===== config.mk =====
export PLATFORM = sky130hd
export DESIGN_NAME = twi_tune_slave
export DESIGN_NICKNAME = d
export VERILOG_FILES = /design/src/rtl/twi_tune_pkg.sv /design/src/rtl/twi_tune_sync.sv /design/src/rtl/twi_tune_regs.sv /design/src/rtl/twi_tune_link.sv /design/src/rtl/twi_tune_slave.sv
export SDC_FILE = /design/constraint.sdc
export NUM_CORES = 1
export LEC_CHECK = 0
export ABC_CLOCK_PERIOD_IN_PS = 2650
export CORE_UTILIZATION = 41
export DETAILED_ROUTE_END_ITERATION = 8
export PLACE_DENSITY = 0.62
export SYNTH_ARGS = -nofsm -noshare
export SYNTH_HDL_FRONTEND = slang
export SYNTH_SLANG_ARGS = --single-unit

===== constraint.sdc =====
create_clock -name clk -period 2.65 [get_ports clk]
set_input_delay 0.53 -clock clk [delete_from_list [all_inputs] [get_ports clk]]
set_output_delay 0.53 -clock clk [all_outputs]
set_load 0.02 [all_outputs]

===== src/rtl/twi_tune_pkg.sv =====
// Shared types and constants of the two-wire tuning slave.
// Assumes 8-bit bus bytes and a 16-bit temperature word.
package twi_tune_pkg;
    localparam int BYTE_W = 8;
    localparam int TEMP_W = 16;
    localparam int CNT_W  = 4;

    localparam logic [5:0]        DEV_ID_HI  = 6'b100010;
    localparam logic [BYTE_W-1:0] RA_DIV     = 8'h5D;
    localparam logic [BYTE_W-1:0] RA_CTRL    = 8'h60;
    localparam logic [BYTE_W-1:0] RA_TEMP_HI = 8'h64;
    localparam logic [BYTE_W-1:0] RA_TEMP_LO = 8'h65;
    localparam logic [BYTE_W-1:0] RA_OFFSET  = 8'h66;

    typedef enum logic [3:0] {
        ST_IDLE,
        ST_ADDR,
        ST_ADDR_ACK,
        ST_PTR,
        ST_PTR_ACK,
        ST_WDATA,
        ST_WDATA_ACK,
        ST_RDATA,
        ST_RDATA_ACK
    } link_state_e;
endpackage


===== src/rtl/twi_tune_sync.sv =====
// Synchroniser bank for the bus lines.
// Each line passes through STAGES flops. A further flop gives the previous
// synchronised level, which the link uses for edge and condition detection.
// Assumes idle-high lines, so every flop resets to 1.
module twi_tune_sync #(
    parameter int LINES  = 2,
    parameter int STAGES = 2
) (
    input  logic             clk,
    input  logic             rst_n,
    input  logic [LINES-1:0] raw_i,
    output logic [LINES-1:0] sync_o,
    output logic [LINES-1:0] prev_o
);
    for (genvar g = 0; g < LINES; g++) begin : g_line
        logic [STAGES:0] pipe_q;

        // Shift the raw level through the synchroniser and one history flop
        always_ff @(posedge clk) begin
            if (!rst_n) pipe_q <= '1;
            else        pipe_q <= {pipe_q[STAGES-1:0], raw_i[g]};
        end

        assign sync_o[g] = pipe_q[STAGES-1];
        assign prev_o[g] = pipe_q[STAGES];
    end
endmodule


===== src/rtl/twi_tune_regs.sv =====
// Register bank behind the serial port.
// It holds the divider, control and offset registers and a frozen copy of the
// temperature word. A read while the copy is being loaded returns the
// incoming word, so the first byte of a read is already consistent with it.
module twi_tune_regs
    import twi_tune_pkg::*;
#(
    parameter int              CTRL_W   = 4,
    parameter logic [CTRL_W-1:0] CTRL_RST = 4'hC
) (
    input  logic              clk,
    input  logic              rst_n,
    input  logic              wr_en,
    input  logic [BYTE_W-1:0] wr_addr,
    input  logic [BYTE_W-1:0] wr_data,
    input  logic [BYTE_W-1:0] rd_addr,
    output logic [BYTE_W-1:0] rd_data,
    input  logic              snap_en,
    input  logic [TEMP_W-1:0] temp_i,
    output logic [BYTE_W-1:0] div_q,
    output logic [CTRL_W-1:0] ctrl_q,
    output logic [BYTE_W-1:0] off_q
);
    logic [TEMP_W-1:0] snap_q;
    logic [TEMP_W-1:0] temp_view;

    // Register writes and temperature capture
    always_ff @(posedge clk) begin
        if (!rst_n) begin
            div_q  <= '0;
            ctrl_q <= CTRL_RST;
            off_q  <= '0;
            snap_q <= '0;
        end else begin
            if (snap_en) snap_q <= temp_i;
            if (wr_en) begin
                case (wr_addr)
                    RA_DIV:    div_q  <= wr_data;
                    RA_CTRL:   ctrl_q <= wr_data[CTRL_W-1:0];
                    RA_OFFSET: off_q  <= wr_data;
                    default:   ;
                endcase
            end
        end
    end

    // Read multiplexer, with the capture bypassed during its load cycle
    always_comb begin
        temp_view = snap_en ? temp_i : snap_q;
        case (rd_addr)
            RA_DIV:     rd_data = div_q;
            RA_CTRL:    rd_data = {{(BYTE_W-CTRL_W){1'b0}}, ctrl_q};
            RA_TEMP_HI: rd_data = temp_view[TEMP_W-1 -: BYTE_W];
            RA_TEMP_LO: rd_data = temp_view[BYTE_W-1:0];
            RA_OFFSET:  rd_data = off_q;
            default:    rd_data = '0;
        endcase
    end

    // registers move only on a write strobe
    assert_hold_without_write_R5: assert property (@(posedge clk) disable iff (!rst_n)
        !wr_en |=> ($stable(div_q) && $stable(ctrl_q) && $stable(off_q)));

    // a control write keeps exactly the stored bits of the data byte
    assert_ctrl_update_R4: assert property (@(posedge clk) disable iff (!rst_n)
        (wr_en && wr_addr == RA_CTRL) |=> (ctrl_q == $past(wr_data[CTRL_W-1:0])));
endmodule


===== src/rtl/twi_tune_link.sv =====
// Bus protocol engine of the two-wire slave.
// It detects START and STOP, shifts address and data bytes in on SCL rising,
// and changes its SDA drive on SCL falling. It keeps the register pointer.
// Assumes synchronised line levels plus their previous values, a clock at
// least 16x SCL, and an address pin that is static during a transaction.
module twi_tune_link
    import twi_tune_pkg::*;
(
    input  logic              clk,
    input  logic              rst_n,
    input  logic              scl_s,
    input  logic              scl_p,
    input  logic              sda_s,
    input  logic              sda_p,
    input  logic              addr_pin,
    input  logic [BYTE_W-1:0] rd_data,
    output logic [BYTE_W-1:0] rd_addr,
    output logic              wr_en,
    output logic [BYTE_W-1:0] wr_addr,
    output logic [BYTE_W-1:0] wr_data,
    output logic              snap_en,
    output logic              sda_oe
);
    link_state_e       state;
    logic [CNT_W-1:0]  bitcnt;
    logic [BYTE_W-1:0] shreg;
    logic [BYTE_W-1:0] ptr;
    logic [BYTE_W-1:0] rptr;
    logic [BYTE_W-1:0] tx;
    logic              rw;
    logic              mack;
    logic              start_c, stop_c, scl_rise, scl_fall, byte_done, addr_ok;
    logic [BYTE_W-1:0] next_rptr;

    // Bus condition and edge decode from the synchronised levels
    always_comb begin
        start_c   = scl_s && scl_p && sda_p && !sda_s;
        stop_c    = scl_s && scl_p && !sda_p && sda_s;
        scl_rise  = scl_s && !scl_p;
        scl_fall  = !scl_s && scl_p;
        byte_done = scl_fall && (bitcnt == CNT_W'(BYTE_W));
        addr_ok   = (shreg[BYTE_W-1:1] == {DEV_ID_HI, addr_pin});
        next_rptr = (rptr == RA_TEMP_HI) ? RA_TEMP_LO : rptr;
    end

    // Register-side strobes and read address
    always_comb begin
        wr_en   = (state == ST_WDATA) && byte_done;
        wr_addr = ptr;
        wr_data = shreg;
        snap_en = (state == ST_ADDR_ACK) && scl_fall && rw;
        rd_addr = (state == ST_ADDR_ACK) ? ptr : next_rptr;
    end

    // Protocol state machine
    always_ff @(posedge clk) begin
        if (!rst_n) begin
            state  <= ST_IDLE;
            bitcnt <= '0;
            shreg  <= '0;
            ptr    <= '0;
            rptr   <= '0;
            tx     <= '0;
            rw     <= 1'b0;
            mack   <= 1'b0;
            sda_oe <= 1'b0;
        end else if (start_c) begin
            state  <= ST_ADDR;
            bitcnt <= '0;
            sda_oe <= 1'b0;
        end else if (stop_c) begin
            state  <= ST_IDLE;
            bitcnt <= '0;
            sda_oe <= 1'b0;
        end else begin
            case (state)
                ST_ADDR, ST_PTR, ST_WDATA: begin
                    if (scl_rise && bitcnt != CNT_W'(BYTE_W)) begin
                        shreg  <= {shreg[BYTE_W-2:0], sda_s};
                        bitcnt <= bitcnt + CNT_W'(1);
                    end
                    if (byte_done) begin
                        bitcnt <= '0;
                        case (state)
                            ST_ADDR: begin
                                if (addr_ok) begin
                                    rw     <= shreg[0];
                                    sda_oe <= 1'b1;
                                    state  <= ST_ADDR_ACK;
                                end else begin
                                    state  <= ST_IDLE;
                                end
                            end
                            ST_PTR: begin
                                ptr    <= shreg;
                                sda_oe <= 1'b1;
                                state  <= ST_PTR_ACK;
                            end
                            default: begin
                                sda_oe <= 1'b1;
                                state  <= ST_WDATA_ACK;
                            end
                        endcase
                    end
                end
                ST_ADDR_ACK: begin
                    if (scl_fall) begin
                        if (rw) begin
                            rptr   <= ptr;
                            tx     <= rd_data;
                            sda_oe <= !rd_data[BYTE_W-1];
                            bitcnt <= '0;
                            state  <= ST_RDATA;
                        end else begin
                            sda_oe <= 1'b0;
                            state  <= ST_PTR;
                        end
                    end
                end
                ST_PTR_ACK: begin
                    if (scl_fall) begin
                        sda_oe <= 1'b0;
                        state  <= ST_WDATA;
                    end
                end
                ST_WDATA_ACK: begin
                    if (scl_fall) begin
                        sda_oe <= 1'b0;
                        state  <= ST_IDLE;
                    end
                end
                ST_RDATA: begin
                    if (scl_fall) begin
                        if (bitcnt == CNT_W'(BYTE_W - 1)) begin
                            sda_oe <= 1'b0;
                            state  <= ST_RDATA_ACK;
                        end else begin
                            tx     <= {tx[BYTE_W-2:0], 1'b0};
                            sda_oe <= !tx[BYTE_W-2];
                            bitcnt <= bitcnt + CNT_W'(1);
                        end
                    end
                end
                ST_RDATA_ACK: begin
                    if (scl_rise) mack <= !sda_s;
                    if (scl_fall) begin
                        if (mack) begin
                            rptr   <= next_rptr;
                            tx     <= rd_data;
                            sda_oe <= !rd_data[BYTE_W-1];
                            bitcnt <= '0;
                            state  <= ST_RDATA;
                        end else begin
                            state  <= ST_IDLE;
                        end
                    end
                end
                default: ;
            endcase
        end
    end

    // the address acknowledge is only ever reached on a matching address
    assert_ack_only_on_match_R1: assert property (@(posedge clk) disable iff (!rst_n)
        (state == ST_ADDR_ACK) |-> addr_ok);

    // STOP leaves the slave idle with SDA released
    assert_stop_releases_R2: assert property (@(posedge clk) disable iff (!rst_n)
        stop_c |=> (!sda_oe && state == ST_IDLE));

    // SDA is free during the master's acknowledge slot of a read
    assert_master_ack_slot_free_R9: assert property (@(posedge clk) disable iff (!rst_n)
        (state == ST_RDATA_ACK) |-> !sda_oe);

    // the drive changes only while the synchronised clock is low
    assert_drive_moves_on_low_R10: assert property (@(posedge clk) disable iff (!rst_n)
        !$stable(sda_oe) |-> !scl_s);
endmodule


===== src/rtl/twi_tune_slave.sv =====
// Top of the two-wire tuning slave: synchronisers, protocol engine and
// register bank. SDA is driven through an open-drain enable (1 = pull low).
// Assumes the system clock is at least 16x SCL.
module twi_tune_slave
    import twi_tune_pkg::*;
#(
    parameter int SYNC_STAGES = 2,
    parameter int CTRL_W      = 4
) (
    input  logic              clk,
    input  logic              rst_n,
    input  logic              scl_i,
    input  logic              sda_i,
    input  logic              addr_pin_i,
    input  logic [TEMP_W-1:0] temp_i,
    output logic              sda_oe_o,
    output logic [BYTE_W-1:0] div_sel_o,
    output logic [CTRL_W-1:0] ctrl_o,
    output logic [BYTE_W-1:0] offset_o
);
    logic [1:0]        line_s, line_p;
    logic              wr_en, snap_en;
    logic [BYTE_W-1:0] wr_addr, wr_data, rd_addr, rd_data;

    twi_tune_sync #(.LINES(2), .STAGES(SYNC_STAGES)) sync_i (
        .clk    (clk),
        .rst_n  (rst_n),
        .raw_i  ({sda_i, scl_i}),
        .sync_o (line_s),
        .prev_o (line_p)
    );

    twi_tune_link link_i (
        .clk      (clk),
        .rst_n    (rst_n),
        .scl_s    (line_s[0]),
        .scl_p    (line_p[0]),
        .sda_s    (line_s[1]),
        .sda_p    (line_p[1]),
        .addr_pin (addr_pin_i),
        .rd_data  (rd_data),
        .rd_addr  (rd_addr),
        .wr_en    (wr_en),
        .wr_addr  (wr_addr),
        .wr_data  (wr_data),
        .snap_en  (snap_en),
        .sda_oe   (sda_oe_o)
    );

    twi_tune_regs #(.CTRL_W(CTRL_W)) regs_i (
        .clk     (clk),
        .rst_n   (rst_n),
        .wr_en   (wr_en),
        .wr_addr (wr_addr),
        .wr_data (wr_data),
        .rd_addr (rd_addr),
        .rd_data (rd_data),
        .snap_en (snap_en),
        .temp_i  (temp_i),
        .div_q   (div_sel_o),
        .ctrl_q  (ctrl_o),
        .off_q   (offset_o)
    );
endmodule


==> key figures <==
Status
  – Run status: finished, final reports clean

Timing
  – Largest clock skew in the final design: about 0.018 ns
  – Least-Margin Pin Slew: 0.592 ns
  – Max-Slew Margin vs Limit: roughly three fifths
  – Total negative slack: 0 ns
  – Post-layout worst setup margin: 0.257 ns
  – Period utilisation layout: between 90% and 100%
  – Achievable Freq: roughly 420 MHz
  – Final number of setup-violating endpoints: 0
  – Final Max Slew Viols: 0
  – Setup repair after global routing missed its margin: false
  – Final Critical Period: between 2 and 2.5 ns
  – Hold Fails Final Rpt: 0

Clock tree
  – TritonCTS clock tree: done
  – PostCTS Resize Cnt: 0
  – Postcts setup bufs: 0
  – Clock transition at the register clock pins on the worst setup and hold paths after CTS: 0.07 ns
  – Insertion delay of the later-clocked pin in the worst-skew pair: around 0.36 ns
  – H-tree depth reported by CTS: 3
  – Root Buffer Master: sky130_fd_sc_hd__clkbuf_8
  – Number of CTS-inserted buffers: 9
  – Clock Tree Buf Depth: 2
  – Clock sink total: 84
  – Hold buffer count at CTS: 0

Routing
  – Final ANT Viol Nets: 0
  – Number of detailed-route iterations in the first pass: 5
  – Violation count after the first detailed-route iteration: between 200 and 300
  – Mean number of vias per cell: 5.58
  – DR vias: 3910
  – DRC violation count after routing: 0
  – Post-Route WL: between 10 and 15 mm
  – Average wire length per cell after detail routing: ~17 um

Synthesis
  – Sequential share of the synthesized area: between 30% and 40%
  – Share of flip-flops with an asynchronous set or reset after synthesis: 0%
  – Distinct cell type count of the synthesized netlist: between 60 and 70
  – Post-synthesis register bit count: between 80 and 90
  – Synthesized area per cell: approximately 8.4 um^2
  – Summed instance area of the synthesized netlist: approximately 4300 um^2
  – Synthesis Warnings: 0
  – Most used flip-flop cell after synthesis: sky130_fd_sc_hd__dfxtp_1
  – Number of enable flip-flop cells after synthesis: 0
  – Number of cells produced by synthesis: between 500 and 600
  – Post-Syn Nets: between 500 and 600

Hold path
  – End point of the most critical hold path: sync_i.g_line[0].pipe_q[1]
  – Hold wc startpoint: sync_i.g_line[0].pipe_q[0]
  – Class of the most critical hold timing path: flop to flop
  – Number of cells traversed by the worst hold path: 1

Power
  – Internal power: 1.75 mW
  – Sequential power share: between 50% and 60%
  – Comb pwr share: 4.5%
  – Total power divided by cell area: about 440 nW/um^2
  – Power spent charging and discharging nets: 0.511 mW
  – P_leak: between 1.5 and 2 nW
  – Clock network power share: 39.0%
  – Sw Ratio: ~23%
  – Peak ir drop on the vdd network: around 320 uV

Finish
  – Final standard cell utilization of the core: around 50%
  – Fill cell total of the finished layout: ~1.0k
  – Design Area, Final: between 5000 and 6000 um^2
  – Ant. Diodes: 0
  – Final #Nets: 584
  – Post-synthesis to final-layout area growth: 19.0%
  – Fraction of layout cells with a size suffix above 1: between 10% and 20%

Setup path
  – Critical path fanouts, max: 13
  – Cell chain of the critical path: or4b_1, buf_4, a22oi_1, o21ai_0, a221o_1, a31oi_1
  – Count of cells along the worst register-to-register path: 6
  – Crit Reg-Reg Endpoint: link_i.sda_oe
  – Slack of the worst reg-to-reg path: 0.26 ns
  – Endpoint required time on the critical path: a little under 3 ns
  – Source of the worst register-to-register timing path: link_i.state[3]
  – Startpoint Class: flop
  – Crit path DAT: approximately 2.7 ns
  – Type of destination of the critical path: flop
  – Max stage delay cell, worst path: sky130_fd_sc_hd__dfxtp_1
  – Crit Path Category: flop to flop
  – Kind of cell with the highest combined delay on the critical path: compound AO/OA/AOI/OAI gates
  – Crit-path max cell delay: ~0.62 ns
  – Number of buffers and inverters on the critical path: 1

Die
  – FP Rows: 37
  – Number of primary I/O pins: 42
  – Initial Util: a little over two fifths
  – Core footprint: 10200 um^2
  – Chip width: approximately 100 um
  – Die Y: 104 um
  – Die footprint: 10900 um^2

Placement
  – Sum of net half-perimeters after detailed placement: just over 9 mm
  – Number of input and output port buffers inserted: 41
  – Worst setup slack before clock tree synthesis: a little under 0.3 ns
  – Total placed instance area: about 5000 um^2
  – Placer congestion estimate: ~0.95

Global route
  – Via count of the first global-routing pass: between 3k and 4k
  – Remaining global-route overflow: 0
  – Pin count of the biggest net entering global routing: 28
  – Global-route usage over all layers: a little under a quarter
  – Initial antenna violation count: 0
  – Global-route wire length before repair: ~20 mm

Job
  – # Max-Cap Violations: 0
## final cells by class
type,count,area (um^2),area share [%]
timing repair buffer,68,613,12.0
tap,136,170,3.32
clock inverter,4,48.8,0.953
clock buffer,11,131,2.57
sequential,84,1680,32.9
inverter,6,22.5,0.440
multi-input combinational,392,2450,47.9
## cells in the mapped netlist, drive strengths merged, types with 3 or more instances
library cell | n | area [um^2]
o211ai | 4 | 30.0
o21ai | 13 | 68.8
and3b | 3 | 26.3
a31oi | 5 | 31.3
nand3b | 8 | 60.1
mux2 | 3 | 33.8
nand3 | 6 | 30.0
o22ai | 6 | 50.0
a221o | 6 | 60.1
clkbuf | 18 | 67.6
nand2b | 10 | 62.6
a22oi | 4 | 30.0
and3 | 6 | 37.5
or3 | 5 | 36.3
a41oi | 3 | 26.3
dfxtp | 84 | 1680
nor3 | 9 | 61.3
buf | 12 | 81.3
inv | 6 | 22.5
nand2 | 94 | 355
mux2i | 39 | 390
nor2 | 56 | 210
a21oi | 44 | 228
and2 | 7 | 43.8
a221oi | 3 | 26.3
nor4b | 5 | 71.3
a31o | 4 | 35.0
or4b | 3 | 33.8
nor2b | 9 | 56.3
## worst max path at each step
stage                          startpoint             to  slack [ns]  depth (start not counted)
after floorplan           link_i.state[0]   link_i.tx[5]        0.70                          8
after global placement    link_i.state[3]  link_i.sda_oe        0.25                          6
after detailed placement  link_i.state[0]   link_i.tx[5]        0.29                          7
after CTS                 link_i.state[0]  link_i.sda_oe        0.25                          6
after global routing      link_i.state[2]   link_i.tx[0]        0.07                          6
final                     link_i.state[3]  link_i.sda_oe        0.26                          6
## placed cells by master, fill, tap and decap left out, types with 5 or more instances in the layout
cell and instances:
sky130_fd_sc_hd__a21oi_1 42, sky130_fd_sc_hd__a31oi_1 5, sky130_fd_sc_hd__and3_1 6, sky130_fd_sc_hd__buf_4 27
sky130_fd_sc_hd__nand3_1 6, sky130_fd_sc_hd__nor2b_1 9, sky130_fd_sc_hd__nor3_1 7, sky130_fd_sc_hd__o21ai_0 10
sky130_fd_sc_hd__clkdlybuf4s50_1 41, sky130_fd_sc_hd__mux2i_1 39, sky130_fd_sc_hd__nand2b_1 10, sky130_fd_sc_hd__nor2_1 56
sky130_fd_sc_hd__and2_1 7, sky130_fd_sc_hd__clkbuf_8 9, sky130_fd_sc_hd__a221o_1 6, sky130_fd_sc_hd__inv_1 6
sky130_fd_sc_hd__nand3b_1 8, sky130_fd_sc_hd__dfxtp_1 83, sky130_fd_sc_hd__nand2_1 93
## cells by family (layout without fill, tap and decap cells)
kind of cell / Yosys count / after routing / share of synthesized area (%)
and+or+nand+nor: 233 / 233 / 27.9
adders and majority gates: 2 / 2 / 0.581
buffers and inverters: 36 / 89 / 3.98
muxes: 42 / 42 / 9.86
DFF: 84 / 84 / 39.1
AOI/OAI and AO/OA: 111 / 111 / 17.8
xor gates and xnor gates: 4 / 4 / 0.814
## flip-flops by register name (all words and copies together) (netlist names)
register / flops
link_i.wr_addr: 8
link_i.mack: 1
link_i.rw: 1
sync_i.g_line.pipe_q: 6
link_i.wr_data: 8
link_i.rptr: 8
link_i.bitcnt: 4
regs_i.snap_q: 16
link_i.tx: 7
link_i.state: 4
regs_i.off_q: 8
link_i.sda_oe: 1
regs_i.div_q: 8
regs_i.ctrl_q: 4
## per-layer routing
metal	wire (um)	vias to the layer above	global-route usage (%)	part of all wire, %
li1	-	1918	-	-
met1	6090	1842	34.5	50
met2	5180	134	33.3	42
met3	666	16	2.88	5.4
met4	284	0	10.3	2.3
met5	0	-	0	0
## power groups by stage
stage          sequential (mW)  clock [mW]  combinational (mW)
5_1_grt                   1.28       0.958               0.111
6_report                  1.28       0.882               0.102
3_5_place_dp              1.31           0               0.102
2_1_floorplan             1.30           0              0.0518
4_1_cts                   1.28       0.911               0.103
3_3_place_gp              1.31           0               0.101
## metrics by stage
stage          hold WS, ns  std cells  power (mW)
5_1_grt              0.455        701        2.35
3_5_place_dp         0.410        686        1.41
3_3_place_gp         0.392        686        1.41
4_1_cts              0.431        701        2.29
2_1_floorplan        0.386        512        1.35
6_report             0.420        701        2.26
## worst reg2reg max path: cells and delay by family (launching register included)
| kind | cells | cell delay, ns |
|---|---|---|
| simple gates | 1 | 0.54 |
| flops | 1 | 0.62 |
| compound gates | 4 | 0.95 |
| buf+inv | 1 | 0.20 |
No activity file was read; power rests on OpenSTA's default activity.
